$ cat config.mk
export PLATFORM = sky130hd
export DESIGN_NAME = tam_responder
export DESIGN_NICKNAME = d
export VERILOG_FILES = /design/src/rtl/tam_pkg.sv /design/src/rtl/tam_req_sink.sv /design/src/rtl/tam_entry_rom.sv /design/src/rtl/tam_rsp_builder.sv /design/src/rtl/tam_responder.sv
export SDC_FILE = /design/constraint.sdc
export NUM_CORES = 1
export LEC_CHECK = 0
export ABC_AREA = 1
export BUFFER_PORTS_ARGS = -buffer_cell sky130_fd_sc_hd__buf_2
export CAP_MARGIN = 20
export CORE_ASPECT_RATIO = 0.6
export CORE_UTILIZATION = 47
export DETAILED_ROUTE_END_ITERATION = 10
export SYNTH_ARGS = -nofsm -noshare
export SYNTH_HDL_FRONTEND = slang
export SYNTH_SLANG_ARGS = --single-unit
$ cat constraint.sdc
create_clock -name clk -period 7.48 [get_ports clk]
set_clock_uncertainty 0.1 [all_clocks]
set_input_delay 1.122 -clock clk [delete_from_list [all_inputs] [get_ports clk]]
set_output_delay 1.122 -clock clk [all_outputs]
set_load 0.01 [all_outputs]
$ cat src/rtl/tam_pkg.sv
package tam_pkg;

    localparam int NUM_ENTRIES = 6;
    localparam int HDR_BYTES   = 12;
    localparam int HDR_DW      = (HDR_BYTES + 3) / 4;
    localparam int REQ_BYTES   = 12;
    localparam int REQ_DW      = (REQ_BYTES + 3) / 4;
    localparam int HANDLE_W    = 16;

    localparam logic [HANDLE_W-1:0] HANDLE_END = '1;
    localparam logic [7:0] OBJ_TYPE   = 8'h02;
    localparam logic [7:0] RSP_CODE   = 8'h01;
    localparam logic [7:0] TABLE_SEL  = 8'h00;
    localparam logic [7:0] REGION_ID  = 8'h00;
    localparam logic [7:0] FLAG_NVOL  = 8'h04;
    localparam logic [7:0] MEM_ATTR   = 8'h02;

    typedef enum logic [7:0] {
        KIND_AFFINITY = 8'h00,
        KIND_LATBW    = 8'h01,
        KIND_MEMTYPE  = 8'h02
    } entry_kind_e;

    typedef enum logic [1:0] {
        ST_IDLE,
        ST_BUILD,
        ST_READY
    } rsp_state_e;

    // Request dword 2 and response dword 2 share one layout
    typedef struct packed {
        logic [HANDLE_W-1:0] handle;
        logic [7:0]          table_sel;
        logic [7:0]          code;
    } sel_word_t;

    typedef struct packed {
        logic [7:0]  rsvd;
        logic [7:0]  obj_type;
        logic [15:0] vendor;
    } obj_hdr_t;

    function automatic entry_kind_e kind_of(input int idx);
        if (idx == 0)               return KIND_AFFINITY;
        if (idx == NUM_ENTRIES - 1) return KIND_MEMTYPE;
        return KIND_LATBW;
    endfunction

    function automatic int entry_bytes(input int idx);
        case (kind_of(idx))
            KIND_AFFINITY: return 24;
            KIND_MEMTYPE:  return 20;
            default:       return 18;
        endcase
    endfunction

    function automatic logic [31:0] entry_dword(input int idx, input int k,
                                                input logic [63:0] mem_bytes);
        entry_kind_e kind;
        int          sub;
        logic [31:0] unit;
        logic [15:0] val;
        kind = kind_of(idx);
        sub  = idx - 1;
        unit = (sub < 2) ? 32'd10000 : 32'd1000;
        val  = (sub == 0) ? 16'd15 : ((sub == 1) ? 16'd25 : 16'd16);
        if (idx < 0 || idx >= NUM_ENTRIES) return '0;
        if (k == 0) return {16'(entry_bytes(idx)), 8'h00, kind};
        case (kind)
            KIND_AFFINITY: begin
                case (k)
                    1:       return {16'h0000, FLAG_NVOL, REGION_ID};
                    4:       return mem_bytes[31:0];
                    5:       return mem_bytes[63:32];
                    default: return '0;
                endcase
            end
            KIND_LATBW: begin
                case (k)
                    1:       return {8'h00, 8'(sub), 8'h00, REGION_ID};
                    2:       return unit;
                    4:       return {16'h0000, val};
                    default: return '0;
                endcase
            end
            default: begin
                case (k)
                    1:       return {16'h0000, MEM_ATTR, REGION_ID};
                    3:       return mem_bytes[31:0];
                    4:       return mem_bytes[63:32];
                    default: return '0;
                endcase
            end
        endcase
    endfunction

endpackage

$ cat src/rtl/tam_req_sink.sv
module tam_req_sink
    import tam_pkg::*;
#(
    parameter int CNT_W = $clog2(REQ_DW + 1)
) (
    input  logic                clk,
    input  logic                rst,
    input  logic                req_valid,
    input  logic [31:0]         req_data,
    input  logic                req_go,
    output logic                len_ok,
    output logic [HANDLE_W-1:0] handle
);

    logic [CNT_W-1:0]    cnt_q;
    logic [HANDLE_W-1:0] handle_q;
    sel_word_t           word;
    logic                unused_fields;

    assign word          = sel_word_t'(req_data);
    assign unused_fields = ^{word.table_sel, word.code};

    always_ff @(posedge clk) begin
        if (rst) begin
            cnt_q    <= '0;
            handle_q <= '0;
        end else if (req_go) begin
            cnt_q <= '0;
        end else if (req_valid) begin
            if (cnt_q < CNT_W'(REQ_DW)) cnt_q <= cnt_q + 1'b1;
            if (cnt_q == CNT_W'(REQ_DW - 1)) handle_q <= word.handle;
        end
    end

    assign len_ok = (cnt_q >= CNT_W'(REQ_DW));
    assign handle = handle_q;

endmodule

$ cat src/rtl/tam_entry_rom.sv
module tam_entry_rom
    import tam_pkg::*;
#(
    parameter logic [63:0] MEM_BYTES = 64'h0000_0002_4000_0000,
    parameter int          IDX_W     = 4,
    parameter int          ENT_W     = $clog2(NUM_ENTRIES)
) (
    input  logic [ENT_W-1:0] entry_idx,
    input  logic [IDX_W-1:0] dw_idx,
    output logic [31:0]      dword,
    output logic [IDX_W:0]   len_dw
);

    localparam int SLOTS = 1 << ENT_W;

    logic [IDX_W:0] len_tbl [SLOTS];

    for (genvar e = 0; e < SLOTS; e++) begin : g_len
        if (e < NUM_ENTRIES) begin : g_live
            assign len_tbl[e] = (IDX_W+1)'(HDR_DW + (entry_bytes(e) + 3) / 4);
        end else begin : g_pad
            assign len_tbl[e] = '0;
        end
    end

    assign len_dw = len_tbl[entry_idx];
    assign dword  = entry_dword(int'(entry_idx), int'(dw_idx), MEM_BYTES);

endmodule

$ cat src/rtl/tam_rsp_builder.sv
module tam_rsp_builder
    import tam_pkg::*;
#(
    parameter logic [15:0] VENDOR_ID = 16'h1E98,
    parameter logic [63:0] MEM_BYTES = 64'h0000_0002_4000_0000,
    parameter int          RD_DEPTH  = 16,
    parameter int          IDX_W     = $clog2(RD_DEPTH),
    parameter int          LEN_W     = $clog2(RD_DEPTH + 1)
) (
    input  logic                clk,
    input  logic                rst,
    input  logic                go,
    input  logic                len_ok,
    input  logic [HANDLE_W-1:0] handle_in,
    input  logic                rd_strobe,
    output logic [31:0]         rd_data,
    output logic [LEN_W-1:0]    rd_len,
    output logic                rsp_ready
);

    localparam int ENT_W = $clog2(NUM_ENTRIES);

    rsp_state_e          state_q;
    logic [IDX_W-1:0]    wr_idx_q;
    logic [IDX_W-1:0]    rd_ptr_q;
    logic [LEN_W-1:0]    rd_len_q;
    logic [HANDLE_W-1:0] cur_q;
    logic [31:0]         mbox_q [RD_DEPTH];

    logic                accept;
    logic [IDX_W-1:0]    ent_dw;
    logic [31:0]         rom_dword;
    logic [IDX_W:0]      rsp_len;
    logic [HANDLE_W-1:0] next_handle;
    logic [31:0]         word;
    obj_hdr_t            hdr;
    sel_word_t           sel;

    assign accept = go && len_ok && (handle_in < HANDLE_W'(NUM_ENTRIES))
                    && (state_q == ST_IDLE);

    assign ent_dw = wr_idx_q - IDX_W'(HDR_DW);

    tam_entry_rom #(
        .MEM_BYTES (MEM_BYTES),
        .IDX_W     (IDX_W),
        .ENT_W     (ENT_W)
    ) rom_i (
        .entry_idx (cur_q[ENT_W-1:0]),
        .dw_idx    (ent_dw),
        .dword     (rom_dword),
        .len_dw    (rsp_len)
    );

    assign next_handle = (cur_q == HANDLE_W'(NUM_ENTRIES - 1)) ? HANDLE_END
                                                                : cur_q + 1'b1;

    always_comb begin
        hdr.rsvd      = 8'h00;
        hdr.obj_type  = OBJ_TYPE;
        hdr.vendor    = VENDOR_ID;
        sel.handle    = next_handle;
        sel.table_sel = TABLE_SEL;
        sel.code      = RSP_CODE;
        case (wr_idx_q)
            IDX_W'(0): word = hdr;
            IDX_W'(1): word = 32'(rsp_len);
            IDX_W'(2): word = sel;
            default:   word = rom_dword;
        endcase
    end

    always_ff @(posedge clk) begin
        if (rst) begin
            state_q  <= ST_IDLE;
            wr_idx_q <= '0;
            rd_ptr_q <= '0;
            rd_len_q <= '0;
            cur_q    <= '0;
            for (int i = 0; i < RD_DEPTH; i++) mbox_q[i] <= '0;
        end else begin
            case (state_q)
                ST_IDLE: begin
                    if (accept) begin
                        cur_q    <= handle_in;
                        wr_idx_q <= '0;
                        state_q  <= ST_BUILD;
                    end
                end
                ST_BUILD: begin
                    mbox_q[wr_idx_q] <= word;
                    wr_idx_q         <= wr_idx_q + 1'b1;
                    if ({1'b0, wr_idx_q} == rsp_len - 1'b1) begin
                        rd_len_q <= rd_len_q + LEN_W'(rsp_len);
                        rd_ptr_q <= '0;
                        state_q  <= ST_READY;
                    end
                end
                default: begin
                    if (rd_strobe) begin
                        rd_ptr_q <= rd_ptr_q + 1'b1;
                        rd_len_q <= rd_len_q - 1'b1;
                        if (rd_len_q == LEN_W'(1)) state_q <= ST_IDLE;
                    end
                end
            endcase
        end
    end

    assign rsp_ready = (state_q == ST_READY);
    assign rd_data   = rsp_ready ? mbox_q[rd_ptr_q] : '0;
    assign rd_len    = rd_len_q;

endmodule

$ cat src/rtl/tam_responder.sv
module tam_responder
    import tam_pkg::*;
#(
    parameter logic [15:0] VENDOR_ID = 16'h1E98,
    parameter logic [63:0] MEM_BYTES = 64'h0000_0002_4000_0000,
    parameter int          RD_DEPTH  = 16,
    parameter int          LEN_W     = $clog2(RD_DEPTH + 1)
) (
    input  logic             clk,
    input  logic             rst,
    input  logic             req_valid,
    input  logic [31:0]      req_data,
    input  logic             req_go,
    input  logic             rd_strobe,
    output logic [31:0]      rd_data,
    output logic [LEN_W-1:0] rd_len,
    output logic             rsp_ready
);

    logic                len_ok;
    logic [HANDLE_W-1:0] req_handle;

    tam_req_sink sink_i (
        .clk       (clk),
        .rst       (rst),
        .req_valid (req_valid),
        .req_data  (req_data),
        .req_go    (req_go),
        .len_ok    (len_ok),
        .handle    (req_handle)
    );

    tam_rsp_builder #(
        .VENDOR_ID (VENDOR_ID),
        .MEM_BYTES (MEM_BYTES),
        .RD_DEPTH  (RD_DEPTH),
        .LEN_W     (LEN_W)
    ) build_i (
        .clk       (clk),
        .rst       (rst),
        .go        (req_go),
        .len_ok    (len_ok),
        .handle_in (req_handle),
        .rd_strobe (rd_strobe),
        .rd_data   (rd_data),
        .rd_len    (rd_len),
        .rsp_ready (rsp_ready)
    );

endmodule

==> results.toml <==
[critical_path]
rr_endpoint = "build_i.mbox_q[2][9]$_SDFFCE_PN0P_"
reg2reg_setup_slack_ns = 3.44
rr_startpoint = "build_i.wr_idx_q[0]$_SDFFE_PP0P_"
critical_path_class = "reg2out"
crit_required_ns = 6.26
critPathMaxStageDelay_ns = 0.99
crit_path_end_kind = "output pin"
arrival_ns = 3.95
crit_fanout = 69
cp-start-kind = "flip-flop"
r2r_cells = 9
worstPathCellList = "clkinv_2 > buf_4 > o21ai_0 > o221ai_1 > nand3_1 > a21oi_1 > buf_2"
crit_slowest_cell = "clkinv_2"

[synth]
netlist_area_um2 = 22100
async_reset_ff_share_pct = 0
yosys_register_bits = 501
avgSynthCellArea_um2 = 10.8
synthDistinctLibCells = 38
yosysWarnings = 0
synth_top_flop_cell = "edfxtp_1"
synth_edf_count = 448
synth_seq_area_share_pct = 65.8
synth_cells = 2040

[power_and_ir_drop]
pwr-share-clk_pct = 43.4
swShare_pct = 20.3
net-switching-power_mw = 1.20
peakVddDrop_uv = 157
p_int_mw = 4.69
p_seq_share_pct = 54.2
combPwrFrac_pct = 2.4
leakage_nw = 9.42
p_per_area_nw_per_um2 = 233

[drt]
viasPerCell = 5.47
post-route-drc-count = 0
drtPass1Iterations = 6
vias = 15900
avgRoutedWirePerCell_um = 19.6
wirelength_um = 57000
drt-initial-drc-count = 1606
drtAntennaViolNets = 0

[floorplanning]
die_y_um = 170
io_pins = 75
initial_core_util_pct = 47.6
die_area_um2 = 47800
chipWidth_um = 282
core-area_um2 = 46300
core.rowCount = 61

[cells_and_area]
final_nets = 2293
drive_gt1_share_pct = 9.31
mostFrequentLayoutCell = "edfxtp_1"
multi_input_area_um2 = 7330
fillers = 4109
register_area_um2 = 14500
area_growth_pct = 14.4
fin_cells = 2906
num_antenna_cells = 0
fin_area_um2 = 25200
final_cell_mix = "edfxtp_1, nor2_1, o21ai_0, conb_1, a21oi_1"

[cts]
tritoncts = "built"
ctsHoldBuffers = 0
cts_made_buffers = 48
post_cts_resized = 0
clk_latency_ns = 0.57
clockRootBuffer = "clkbuf_16"
clk_pin_slew_worst_paths_ns = 0.06
clockBufferDepth = 3
cts_setup_buffers = 0
htree_levels = 2
cts.sinks = 501

[sta]
relSlewSlack_pct = 23.9
finalWorstSetupSlack_ns = 2.30
hold_viol = 0
setup_violations = 0
min_period_ns = 5.18
final_max_slew_viol_count = 0
final.setup.tns_ns = 0
fmax_mhz = 193
hold_ws_ns = 0.357
rsz0062_at_grt = "no"
min_period_over_period_pct = 69.2
tightestPinTransition_ns = 1.14

[place]
hpwl_um = 34300
place_congestion = 0.906
dp.cells = 2816
port_buffers = 56
dpl_cell_area_um2 = 23600
pre_cts_ws_ns = 2.89

[status]
outcome = "finished clean"

[job]
maxCapViolCount = 0

[grt]
antenna_found_initial = 0
grt_pass1_wl_um = 88100
grt_pass1_vias = 15300
grt_max_degree = 118
track_usage_pct = 24.1
grt_overflow = 0

[min_path]
hold_start = "build_i.cur_q[5]$_SDFFE_PP0P_"
hold_end = "build_i.cur_q[5]$_SDFFE_PP0P_"
hold_path_class = "reg2reg"
min_path_cells = 2
[power by group through the flow]
stage	clock network (mW)	logic, mW	registers (mW)
floorplan	0	0.0800	3.25
global placement	0	0.135	3.25
detailed placement	0	0.137	3.25
CTS	2.59	0.138	3.19
global route	2.71	0.156	3.20
finish	2.56	0.139	3.19
[worst max-delay path, delay by kind of cell (launching register included)]
kind                   cells  cell delay, ns
buffers and inverters      3            1.83
flip-flops                 1            0.69
AO/OA/AOI/OAI              3            0.48
AND/OR/NAND/NOR            1            0.26
[stage by stage]
stage | util [%] | power, mW
floorplan | - | 3.33
finish | 54.5 | 5.89
global route | 54.5 | 6.06
global placement | 50.9 | 3.38
CTS | 54.4 | 5.92
detailed placement | 50.9 | 3.39
[cell families after synthesis]
group,after synthesis,share of synthesized area [%]
simple gates,683,13.2
compound gates,576,15.0
flops,501,65.8
buf+inv,256,4.75
fa+ha+maj,19,1.08
xor+xnor,4,0.159
other cells,1,0.0170
[cell usage after synthesis (5+ instances only)]
library cell,count,area (µm²)
clkbuf_1,102,383
nand2_1,130,488
dfxtp_1,53,1060
ha_1,19,238
edfxtp_1,448,13500
buf_4,8,60.1
nand3_1,89,445
o211ai_1,29,218
a21oi_1,156,781
o21ai_0,275,1380
o22ai_1,29,181
nor3_1,29,145
inv_2,7,26.3
inv_1,92,345
nand4_1,9,56.3
o221ai_1,83,727
nor2_1,394,1480
nand2_2,5,31.3
buf_1,6,22.5
nor2_4,10,113
buf_2,37,185
[layout make-up]
| type | instances | area share, % |
|---|---|---|
| Multi-Input combinational cell | 1494 | 29.1 |
| Timing Repair Buffer | 90 | 2.20 |
| Sequential cell | 501 | 57.6 |
| Tap cell | 630 | 3.12 |
| Inverter | 102 | 1.55 |
| Clock buffer | 59 | 5.09 |
| Clock inverter | 30 | 1.41 |
[sequential cells by signal, indices dropped and copies added (netlist names), named ones only]
name              count
build_i.rd_len        5
build_i.state_q       2
build_i.rd_ptr_q      4
build_i.cur_q        16
build_i.mbox_q      448
sink_i.cnt_q          2
build_i.wr_idx_q      4
sink_i.handle        16
[worst max-delay path by stage]
stage,from,to,slack [ns],depth (start not counted)
6_report,flip-flop,rd_data[24],2.30,7
5_1_grt,flip-flop,rd_data[1],2.15,7
4_1_cts,flip-flop,rd_data[24],2.30,7
3_5_place_dp,flip-flop,rd_data[23],2.89,7
3_3_place_gp,flip-flop,rd_data[23],2.91,7
2_1_floorplan,rst,build_i.mbox_q[12][0]$_SDFFCE_PN0P_,3.09,7
[layer usage]
layer  up-vias  wire [µm]  GRT usage (%)  share of wire [%]
met4         0       1210           6.14                2.1
met1      7686      26200           35.4                 46
met5         -          0              0                  0
met2       572      25600           37.4                 45
met3        88       3930           3.61                6.9
li1       7536          -              -                  -
Note: power is estimated with default switching activity, not from simulation.
